==> config.mk <==
export PLATFORM = sky130hd
export DESIGN_NAME = xnor_lfsr_gen
export DESIGN_NICKNAME = d
export VERILOG_FILES = /design/src/rtl/xlfsr_pkg.sv /design/src/rtl/xlfsr_next.sv /design/src/rtl/xlfsr_ctl.sv /design/src/rtl/xlfsr_period.sv /design/src/rtl/xnor_lfsr_gen.sv
export SDC_FILE = /design/constraint.sdc
export NUM_CORES = 1
export LEC_CHECK = 0
export ABC_AREA = 0
export ABC_CLOCK_PERIOD_IN_PS = 3700
export BUFFER_PORTS_ARGS = -buffer_cell sky130_fd_sc_hd__buf_4
export CORE_AREA = 2 2 39 41
export DETAILED_ROUTE_END_ITERATION = 16
export DIE_AREA = 0 0 41 43
export GPL_TIMING_DRIVEN = 0
export SYNTH_ARGS = -nofsm -noshare
export SYNTH_HDL_FRONTEND = slang
export SYNTH_SLANG_ARGS = --single-unit
==> constraint.sdc <==
create_clock -name clk -period 3.7 [get_ports clk]
set_input_delay 0.37 -clock clk [delete_from_list [all_inputs] [get_ports clk]]
set_output_delay 0.37 -clock clk [all_outputs]
set_load 0.1 [all_outputs]
==> src/rtl/xlfsr_pkg.sv <==
package xlfsr_pkg;

    localparam int MIN_W = 3;
    localparam int MAX_W = 8;

    typedef enum logic [1:0] {
        ACT_HOLD  = 2'd0,
        ACT_STEP  = 2'd1,
        ACT_LOAD  = 2'd2,
        ACT_CLEAR = 2'd3
    } act_e;

    function automatic bit width_ok(input int w);
        return (w >= MIN_W) && (w <= MAX_W);
    endfunction

    // Bit i set means register bit i feeds the XNOR (1-based position i+1).
    function automatic logic [MAX_W-1:0] tap_mask(input int w);
        logic [MAX_W-1:0] m;
        case (w)
            3:       m = 8'b0000_0110;
            4:       m = 8'b0000_1100;
            5:       m = 8'b0001_0100;
            6:       m = 8'b0011_0000;
            7:       m = 8'b0110_0000;
            8:       m = 8'b1011_1000;
            default: m = '0;
        endcase
        return m;
    endfunction

endpackage

==> src/rtl/xlfsr_next.sv <==
module xlfsr_next
    import xlfsr_pkg::*;
#(
    parameter int W = 5
) (
    input  logic [W-1:0] cur,
    output logic [W-1:0] nxt
);
    localparam logic [MAX_W-1:0] MASK_FULL = tap_mask(W);
    localparam logic [W-1:0]     MASK      = MASK_FULL[W-1:0];

    logic fb;

    always_comb begin
        fb  = ~^(cur & MASK);
        nxt = {cur[W-2:0], fb};
    end
endmodule

==> src/rtl/xlfsr_ctl.sv <==
module xlfsr_ctl
    import xlfsr_pkg::*;
(
    input  logic rst,
    input  logic step_en,
    input  logic seed_load,
    output act_e act
);
    always_comb begin
        if (rst)            act = ACT_CLEAR;
        else if (seed_load) act = ACT_LOAD;
        else if (step_en)   act = ACT_STEP;
        else                act = ACT_HOLD;
    end
endmodule

==> src/rtl/xlfsr_period.sv <==
module xlfsr_period
    import xlfsr_pkg::*;
#(
    parameter int W = 5
) (
    input  logic         clk,
    input  logic         rst,
    input  act_e         act,
    input  logic [W-1:0] seed_word,
    input  logic [W-1:0] nxt,
    output logic         done
);
    logic [W-1:0] start_q;

    always_ff @(posedge clk) begin
        case (act)
            ACT_CLEAR: begin
                start_q <= '0;
                done    <= 1'b0;
            end
            ACT_LOAD: begin
                start_q <= seed_word;
                done    <= 1'b0;
            end
            ACT_STEP: done <= (nxt == start_q);
            default:  done <= 1'b0;
        endcase
    end

    // a done pulse only follows an enabled step
    a_r7_done_after_step: assert property (@(posedge clk) disable iff (rst)
        done |-> ($past(act) == ACT_STEP));
endmodule

==> src/rtl/xnor_lfsr_gen.sv <==
module xnor_lfsr_gen
    import xlfsr_pkg::*;
#(
    parameter int W = 5
) (
    input  logic         clk,
    input  logic         rst,
    input  logic         step_en,
    input  logic         seed_load,
    input  logic [W-1:0] seed_word,
    output logic [W-1:0] state,
    output logic         done
);
    localparam logic [W-1:0] ALL_ONES = '1;

    // unsupported widths stop elaboration
    if (!width_ok(W)) begin : g_bad_width
        $error("xnor_lfsr_gen: width W=%0d outside supported range", W);
    end

    act_e         act;
    logic [W-1:0] nxt;

    xlfsr_ctl u_ctl (
        .rst       (rst),
        .step_en   (step_en),
        .seed_load (seed_load),
        .act       (act)
    );

    xlfsr_next #(.W(W)) u_next (
        .cur (state),
        .nxt (nxt)
    );

    xlfsr_period #(.W(W)) u_period (
        .clk       (clk),
        .rst       (rst),
        .act       (act),
        .seed_word (seed_word),
        .nxt       (nxt),
        .done      (done)
    );

    always_ff @(posedge clk) begin
        case (act)
            ACT_CLEAR: state <= '0;
            ACT_LOAD:  state <= seed_word;
            ACT_STEP:  state <= nxt;
            default:   state <= state;
        endcase
    end

    // reset clears state and done
    a_r1_reset_clears: assert property (@(posedge clk)
        rst |=> (state == '0) && !done);

    // no step, no load -> state frozen, no done
    a_r3_hold: assert property (@(posedge clk) disable iff (rst)
        (!step_en && !seed_load) |=> $stable(state) && !done);

    // a load lands the seed and suppresses done
    a_r4_load: assert property (@(posedge clk) disable iff (rst)
        seed_load |=> (state == $past(seed_word)) && !done);

    // all-ones only arrives by a load or by staying there
    a_r6_ones_origin: assert property (@(posedge clk) disable iff (rst)
        (state == ALL_ONES) |-> ($past(seed_load) || ($past(state) == ALL_ONES)));
endmodule

---- Yosys cells after proc, flatten, opt, wreduce, memory -nomap -nowiden ----
Cells that the tools add are included.
Widths: inputs -> output; s select.
word-level totals
  word-level logic and storage cells ...... 15
  bits in registers ....................... 11
operators by class
  equality and inequality tests ........... 4
  reductions and logical operators ........ 3
  multiplexer cells ....................... 5
operators by type and width
  cell                count
  $pmux 5 s3          1
  $pmux 5 s2          1
  $eq 5x5->1          1
  $reduce_xnor 5->1   1
  $eq 2x2->1 const B  2
  $mux 2              2
  $reduce_bool 3->1   1
  $eq 2x1->1 const B  1
  $reduce_bool 2->1   1
  $mux 1              1

---- Depth between registers and ports, before layout ----
Gate-level depths: netlist (run 1).
  word-level depth ........................ 5
  depth in mapped cells ................... 6

---- By module ----
Synthesis (run 1) repeated with hierarchy kept, for this count alone.
unflattened totals
  cell total of the unflattened synthesis .. 50
  area, all modules ....................... 609.3 um^2
by module, submodules not included
  module         instances  cells each  area an instance (um^2)  sequential area each (um^2)
  xlfsr_period   1          20          277.8                    170.2
  xnor_lfsr_gen  1          21          267.8                    150.1
  xlfsr_next     1          6           46.3                     0.0
  xlfsr_ctl      1          3           17.5                     0.0

---- Least setup slack after synthesis (run 1) ----
Ideal clock, no wire load.
  kind .................................... register to register
  start ................................... register state[4]
  end ..................................... register u_period.done
  data arrival time ....................... 1583 ps
  library setup time ...................... 68 ps
  path buffers ............................ 0
  path slack .............................. 2049 ps
  cell stages (with the launch flop) ...... 4
  clock period less this slack ............ 1651 ps
  cells stage by stage .................... edfxtp_1 xnor2_1 or3_1 a21oi_2
on the way
  longest elaborated chain between the ends .. 2
ends and longest elaborated chain
  what                      RTL line             source
  start: declaration        xnor_lfsr_gen.sv:11  output logic [W-1:0] state,
  start signal: assignment  xnor_lfsr_gen.sv:48  ACT_LOAD: state <= seed_word;
  start signal: assignment  xnor_lfsr_gen.sv:49  ACT_STEP: state <= nxt;
  start signal: assignment  xnor_lfsr_gen.sv:50  default: state <= state;
  $reduce_xnor 5->1         xlfsr_next.sv:15     fb = ~^(cur & MASK);
  $eq 5x5->1                xlfsr_period.sv:25   ACT_STEP: done <= (nxt == start_q);
  end signal: assignment    xlfsr_period.sv:25
  end: declaration          xlfsr_period.sv:11   output logic done
No other way between the ends.
A chain may end at the register's enable or synchronous reset.

---- Worst setup path in the final report (run 1) ----
  start ................................... register state[2]
  end ..................................... output state[2]
No word-level cell between the ends.

==> results of run 1 <==
cells in the mapped netlist:
master	n
a21oi_1	6
a21oi_2	1
and2_1	5
dfxtp_1	1
edfxtp_1	10
ha_1	3
inv_1	4
nand3_1	1
nand4_1	1
nor2_1	5
or2_2	2
or3_1	1
xnor2_1	5
path summary, 6_finish.rpt:
check / start / to / slack (ns)
max: state[2] / state[2] / 2.31
max reg2reg: state[4] / u_period.done / 2.60
min reg2reg: u_period.start_q[3] / u_period.done / 0.55
min: seed_word[0] / u_period.start_q[0] / 0.40
flip-flops by register name, summed over array words and instances, names as in the netlist:
signal and count:
state 5, u_period.done 1, u_period.start_q 5
cells by family after synthesis:
group / share of synthesized area [%]
compound gates: 7.24
flops: 59.8
buf+inv: 2.80
simple gates: 15.0
xor+xnor: 8.18
fa+ha+maj: 7.01
power by group through the flow:
| stage | Clock (mW) | Sequential, mW | Combinational [mW] |
|---|---|---|---|
| floorplan | 0 | 0.187 | 0.0218 |
| detailed placement | 0 | 0.155 | 0.0725 |
| global placement | 0 | 0.155 | 0.0720 |
| global route | 0.0916 | 0.153 | 0.0773 |
| finish | 0.0814 | 0.153 | 0.0722 |
| CTS | 0.0815 | 0.153 | 0.0728 |
cell type report:
cell class	instances	area [sq um]	area share (%)
tap	16	20.0	2.91
timing repair buffer	14	105	15.3
multi-input combinational	30	200	29.1
sequential	11	320	46.6
clock buffer	4	26.3	3.83
inverter	4	15.0	2.19
stage by stage:
| step | std cells | worst slack [ns] | hold slack (ns) |
|---|---|---|---|
| 2_1_floorplan | 45 | 2.05 | 0.517 |
| 3_3_place_gp | 75 | 2.04 | 0.524 |
| 3_5_place_dp | 75 | 2.04 | 0.541 |
| 4_1_cts | 79 | 2.31 | 0.404 |
| 5_1_grt | 79 | 2.25 | 0.403 |
| 6_report | 79 | 2.31 | 0.400 |
placed cells by master (no fill, tap or decap):
cell      instances
clkbuf_1          1
ha_1              3
nand4_1           1
xnor2_1           5
or3_1             1
and2_1            5
edfxtp_1         10
inv_1             4
or2_2             2
a21oi_1           6
dfxtp_1           1
clkbuf_4          3
buf_4            14
nand3_1           1
nor2_1            5
a21oi_2           1
metal layers:
metal | global-route usage, % | share of wire, % | vias to the layer above
met1 | 14.3 | 40 | 178
li1 | - | - | 191
met3 | 4.71 | 6.7 | 2
met2 | 19.7 | 51 | 14
met5 | 0 | 0 | -
met4 | 8.00 | 2.1 | 0
==> metrics, run 1 <==
status=finished, final reports clean; Nets=76; FF+latch count, synth=11; Final period util=37.5%; GRT Residual Overflow=0; port bufs=14; CTS root buf=clkbuf_4; Startpoint Class=flip-flop; Hold Crit Depth=2; WP data required=~3.3 ns; average routed wire per standard cell=roughly 11 microns; Mean Syn Cell Area=11.9 sq um; H-Tree Depth=1; DR iter-0 viols=1; peak supply drop=178 uV; P&R area growth vs syn=28.3%; # resized after CTS=0; mapped cell area=around 540 sq um; critical path, cell by cell=buf_4; initial core utilization=about two fifths; setup TNS=0 ns; vias in the first global route=355; dominant cell type by area after synthesis=edfxtp_1; Core Area=about 1400 sq um; Skew-Pair Late Insertion Delay=0.27 ns; Comb pwr share=23.6%; CP Buf/Inv Count=1; Power Internal=0.211 mW; top-area cell type share of the netlist area=around 56%; CP endpoint kind=output port; synth unique cells=13; fin util=49.6%; first-pass GRT wire length=1.44 mm; final setup skew=0.00189 ns; CP top delay family=flip-flops; Reg power frac=49.8%; GRT Total Usage=12.9%; GPL Wtd Cong=0.695; CP Class=flip-flop to output port; sequential share of the synthesized area=59.8%; vias per inst=4.87; die area=1760 sq um; clk buf depth=2; Num CTS Buffers=3; largest cells by area after synthesis=edfxtp_1, xnor2_1, ha_1; Fillers=136; hold_buf cts=0; max cap viols=0; WL final=896 microns; initial antenna violation count=0; syn_nets=57; clk slew on worst S/H paths=0.07 ns; setup violators final=0; Finished Cell Area=687 sq um; CP Depth=1; post-detailed-route DRC marker count=0; row count=14; power share of the clock group=26.6%; Rel. slew slack=81.6%; I/O pin cnt=15; worst slew pin tran=around 0.28 ns; total power=0.306 mW; CTS tree=yes; Min Clock Period, post-route=roughly 1.4 ns; first drt pass iteration count=4; CTS Sinks=11; Net Sw Frac=between 30% and 40%; chip width=41 microns; Yosys warning count=0; switching power=around 0.095 mW; fmax=between 700 and 800 MHz; Worst R2R Path Depth=3; vias post-DR=around 390; Lkg Pwr=0.293 nW; cell area power density=446 nW/um^2; Chip Height=43 microns; worst hold path type=primary input to flip-flop; critical path peak fanout=5; largest net degree at the start of global routing=7; # diodes=0; Arr. time, crit path=approximately 1.0 ns; CP peak stage delay=approximately 0.43 ns; DP HPWL=709 microns; crit path max-delay cell type=edfxtp_1; final hold violation count=0; max-slew violations=0; RSZ-0062 raised after global routing=false; Post-CTS Setup Bufs=0; Syn Inst Count=45; Post-DRT Antenna Nets=0; Placement Cell Area=~660 sq um; layout cells sized above 1=31.7%
Note: power is estimated with default switching activity, not from simulation.
==> inputs of run 2 (changes only) <==
Settings changed: ABC_AREA 0 to 1, ABC_CLOCK_PERIOD_IN_PS 3700 to 1300, PLACE_DENSITY from default to 0.67.
Clock period 3.7 ns to 1.3 ns, I/O delays scaled along.
==> run 2 against run 1 <==
Against the previous run:
- synthesized cell count increased by 47%
- sequential cell count unchanged
- first-iteration DRC count increased to 9.0 times the previous value
- sequential power increased to 2.8 times the previous value
- critical endpoint unchanged
==> metrics, run 2 <==
Core Area=1380 sq um (unchanged); GRT Total Usage=15.3% (was 12.9%); WHS Endpoint=u_period.start_q[0] (unchanged); RR Endpoint=state[0] (was u_period.done); Num CTS Buffers=3 (unchanged); commonest register cell after synthesis=edfxtp_1 (unchanged); initial antenna violation count=0 (unchanged); DR iter-0 viols=9 (was 1); sequential share of the synthesized area=55.8% (was 59.8%); Syn Inst Count=66 (was 45); Post-synth top cells=nand2_1, inv_1, edfxtp_1 (was edfxtp_1, a21oi_1, and2_1, nor2_1, xnor2_1); Lkg Pwr=0.375 nW (was 0.293 nW); initial core utilization=41.5% (was 38.7%); largest net degree at the start of global routing=7 (unchanged); Worst Slack Setup Final=0.0967 ns (was 2.31 ns); CP Buf/Inv Count=1 (unchanged); hold_buf cts=0 (unchanged); # diodes=0 (unchanged); reg-to-reg critical path startpoint=state[2] (was state[4]); worst slew pin tran=0.278 ns (about the same); RSZ-0062 raised after global routing=false (unchanged); FF+latch count, synth=11 (unchanged); Rel. slew slack=81.6% (about the same); critical path launch point=state[2] (unchanged); I/O pin cnt=15 (unchanged); Startpoint Class=flip-flop (unchanged); clk slew on worst S/H paths=0.07 ns (about the same); first-pass GRT wire length=1.72 mm (was 1.44 mm); largest family of logic cells by synthesized area=simple AND/OR/NAND/NOR gates (unchanged); Mean Syn Cell Area=8.70 sq um (was 11.9 sq um); CP peak stage delay=0.47 ns (was 0.43 ns); Post-DRT Antenna Nets=0 (unchanged); most common cell after layout, fill and taps aside=nand2_1 (was buf_4); XOR/XNOR Fraction of Synth Area=3.05% (was 8.18%); Placement Cell Area=699 sq um (was 661 sq um); cell area power density=1220 nW/um^2 (was 446 nW/um^2); Min Clock Period, post-route=1.20 ns; dominant cell type by area after synthesis=edfxtp_1 (unchanged); syn_nets=78 (was 57); P&R area growth vs syn=26.4% (was 28.3%); pre-CTS setup slack=0.0329 ns (was 2.04 ns); critical path, cell by cell=buf_4 (unchanged); Skew-Pair Late Insertion Delay=0.27 ns (about the same); Hold Crit Depth=3 (was 2); Yosys warning count=0 (unchanged); vias in the first global route=448 (was 355); Final period util=92.6%; crit path max-delay cell type=edfxtp_1 (unchanged); Synth async-reset ratio=0% (unchanged); largest cells by area after synthesis=edfxtp_1, nand2_1, inv_1 (was edfxtp_1, xnor2_1, ha_1); Chip Height=43 microns (unchanged); final setup skew=0.00516 ns (was 0.00189 ns); vias per inst=4.69 (was 4.87); worst hold path type=primary input to flip-flop (unchanged); GRT Residual Overflow=0 (unchanged); Min-Delay Startpoint=seed_word[0] (unchanged); WP data required=1.17 ns (was 3.33 ns); die area=1760 sq um (unchanged); total power=0.884 mW (was 0.306 mW); first drt pass iteration count=7 (was 4); Arr. time, crit path=1.07 ns (was 1.02 ns); synth unique cells=11 (was 13); Worst R2R Path Depth=3 (unchanged); post-synthesis mux area share=0% (unchanged); top-area cell type share of the netlist area=52.3% (was 56.1%); DP HPWL=814 microns (was 709 microns); peak supply drop=518 uV (was 178 uV); largest registers=state x5, u_period.start_q x5, u_period.done x1 (unchanged); max cap viols=0 (unchanged); adder-cell share of the synthesized area=6.54% (was 7.01%); final hold violation count=0 (unchanged); vias post-DR=469 (was 385); final non-filler cell total=100 (was 79); average routed wire per standard cell=10.7 microns (was 11.3 microns); setup violators final=0 (unchanged); max-slew violations=0 (unchanged); clk buf depth=2 (unchanged); chip width=41 microns (unchanged); WL final=1.07 mm (was 896 microns); mapped cell area=574 sq um (was 536 sq um); critical path peak fanout=6 (was 5); Fillers=145 (was 136); Post-synth EDFFs=10 (unchanged); most frequent cells in the layout=nand2_1, inv_1, buf_4, edfxtp_1 (was buf_4, edfxtp_1, a21oi_1); post-detailed-route DRC marker count=0 (unchanged); H-Tree Depth=1 (unchanged); Post-CTS Setup Bufs=0 (unchanged); CTS tree=yes (unchanged); status=finished, final reports clean (unchanged); # resized after CTS=0 (unchanged); CP endpoint kind=output port (unchanged); GPL Wtd Cong=0.771 (was 0.695); fmax=831 MHz; post-synthesis compound-gate area fraction=6.97% (was 7.24%); Finished Cell Area=726 sq um (was 687 sq um); CP top delay family=flip-flops (unchanged); Cells after DPL=96 (was 75); setup TNS=0 ns (unchanged); Nets=97 (was 76); port bufs=14 (unchanged); top-count cell post-synth=nand2_1 (was edfxtp_1); row count=14 (unchanged); R2R Setup Slk=0.25 ns (was 2.60 ns); CTS root buf=clkbuf_4 (unchanged); CTS Sinks=11 (unchanged); simple-gate area share of the yosys netlist=17.2% (was 15.0%); CP Class=flip-flop to output port (unchanged); layout cells sized above 1=20.2% (was 31.7%)
==> run 2: cell count changes in the layout (fill, tap and decap cells not counted), moves of 2 or more <==
cell,change
or2_2,-2
inv_1,+12
and2_1,-5
o21ai_0,+2
nand2_1,+19
xnor2_1,-4
==> run 2: kinds of logic after synthesis <==
logic type | Yosys count
AND/OR/NAND/NOR | 26
buffers and inverters | 16
flip-flops | 11
AO/OA/AOI/OAI | 8
adder cells (fa/ha/maj) | 3
XOR/XNOR | 2
==> run 2: area by class of cell <==
class	instances	area, sq um	share of cell area [%]
Multi-Input combinational cell	39	194	26.7
Tap cell	16	20.0	2.76
Clock buffer	4	26.3	3.62
Inverter	16	60.1	8.28
Timing Repair Buffer	14	105	14.5
Sequential cell	11	320	44.1
==> run 2: through the flow <==
step	util, %	hold slack (ns)
floorplan	-	0.317
global placement	50.5	0.412
detailed placement	50.5	0.411
CTS	52.4	0.131
global route	52.4	0.149
finish	52.4	0.135
==> run 2: worst max-delay path by stage <==
stage               end  slack [ns]  depth (start not counted)
4_1_cts        state[2]        0.09                          1
6_report       state[2]         0.1                          1
2_1_floorplan  state[0]       -0.26                          3
3_3_place_gp   state[4]        0.06                          6
5_1_grt        state[2]        0.06                          1
3_5_place_dp   state[4]        0.03                          6
==> run 2: metal layers <==
metal  GRT usage [%]  share of wire, %  routed length [microns]  vias to the layer above
met3            3.14               6.0                       64                        2
li1                -                 -                        -                      240
met1            16.8                42                      452                      213
met4            12.0               1.8                       19                        0
met5               0                 0                        0                        -
met2            23.8                50                      529                       14
==> run 2: power by group <==
| part | switching [mW] | internal [mW] |
|---|---|---|
| Combinational | 0.151 | 0.0606 |
| Clock | 0.118 | 0.119 |
| Sequential | 0.0205 | 0.416 |
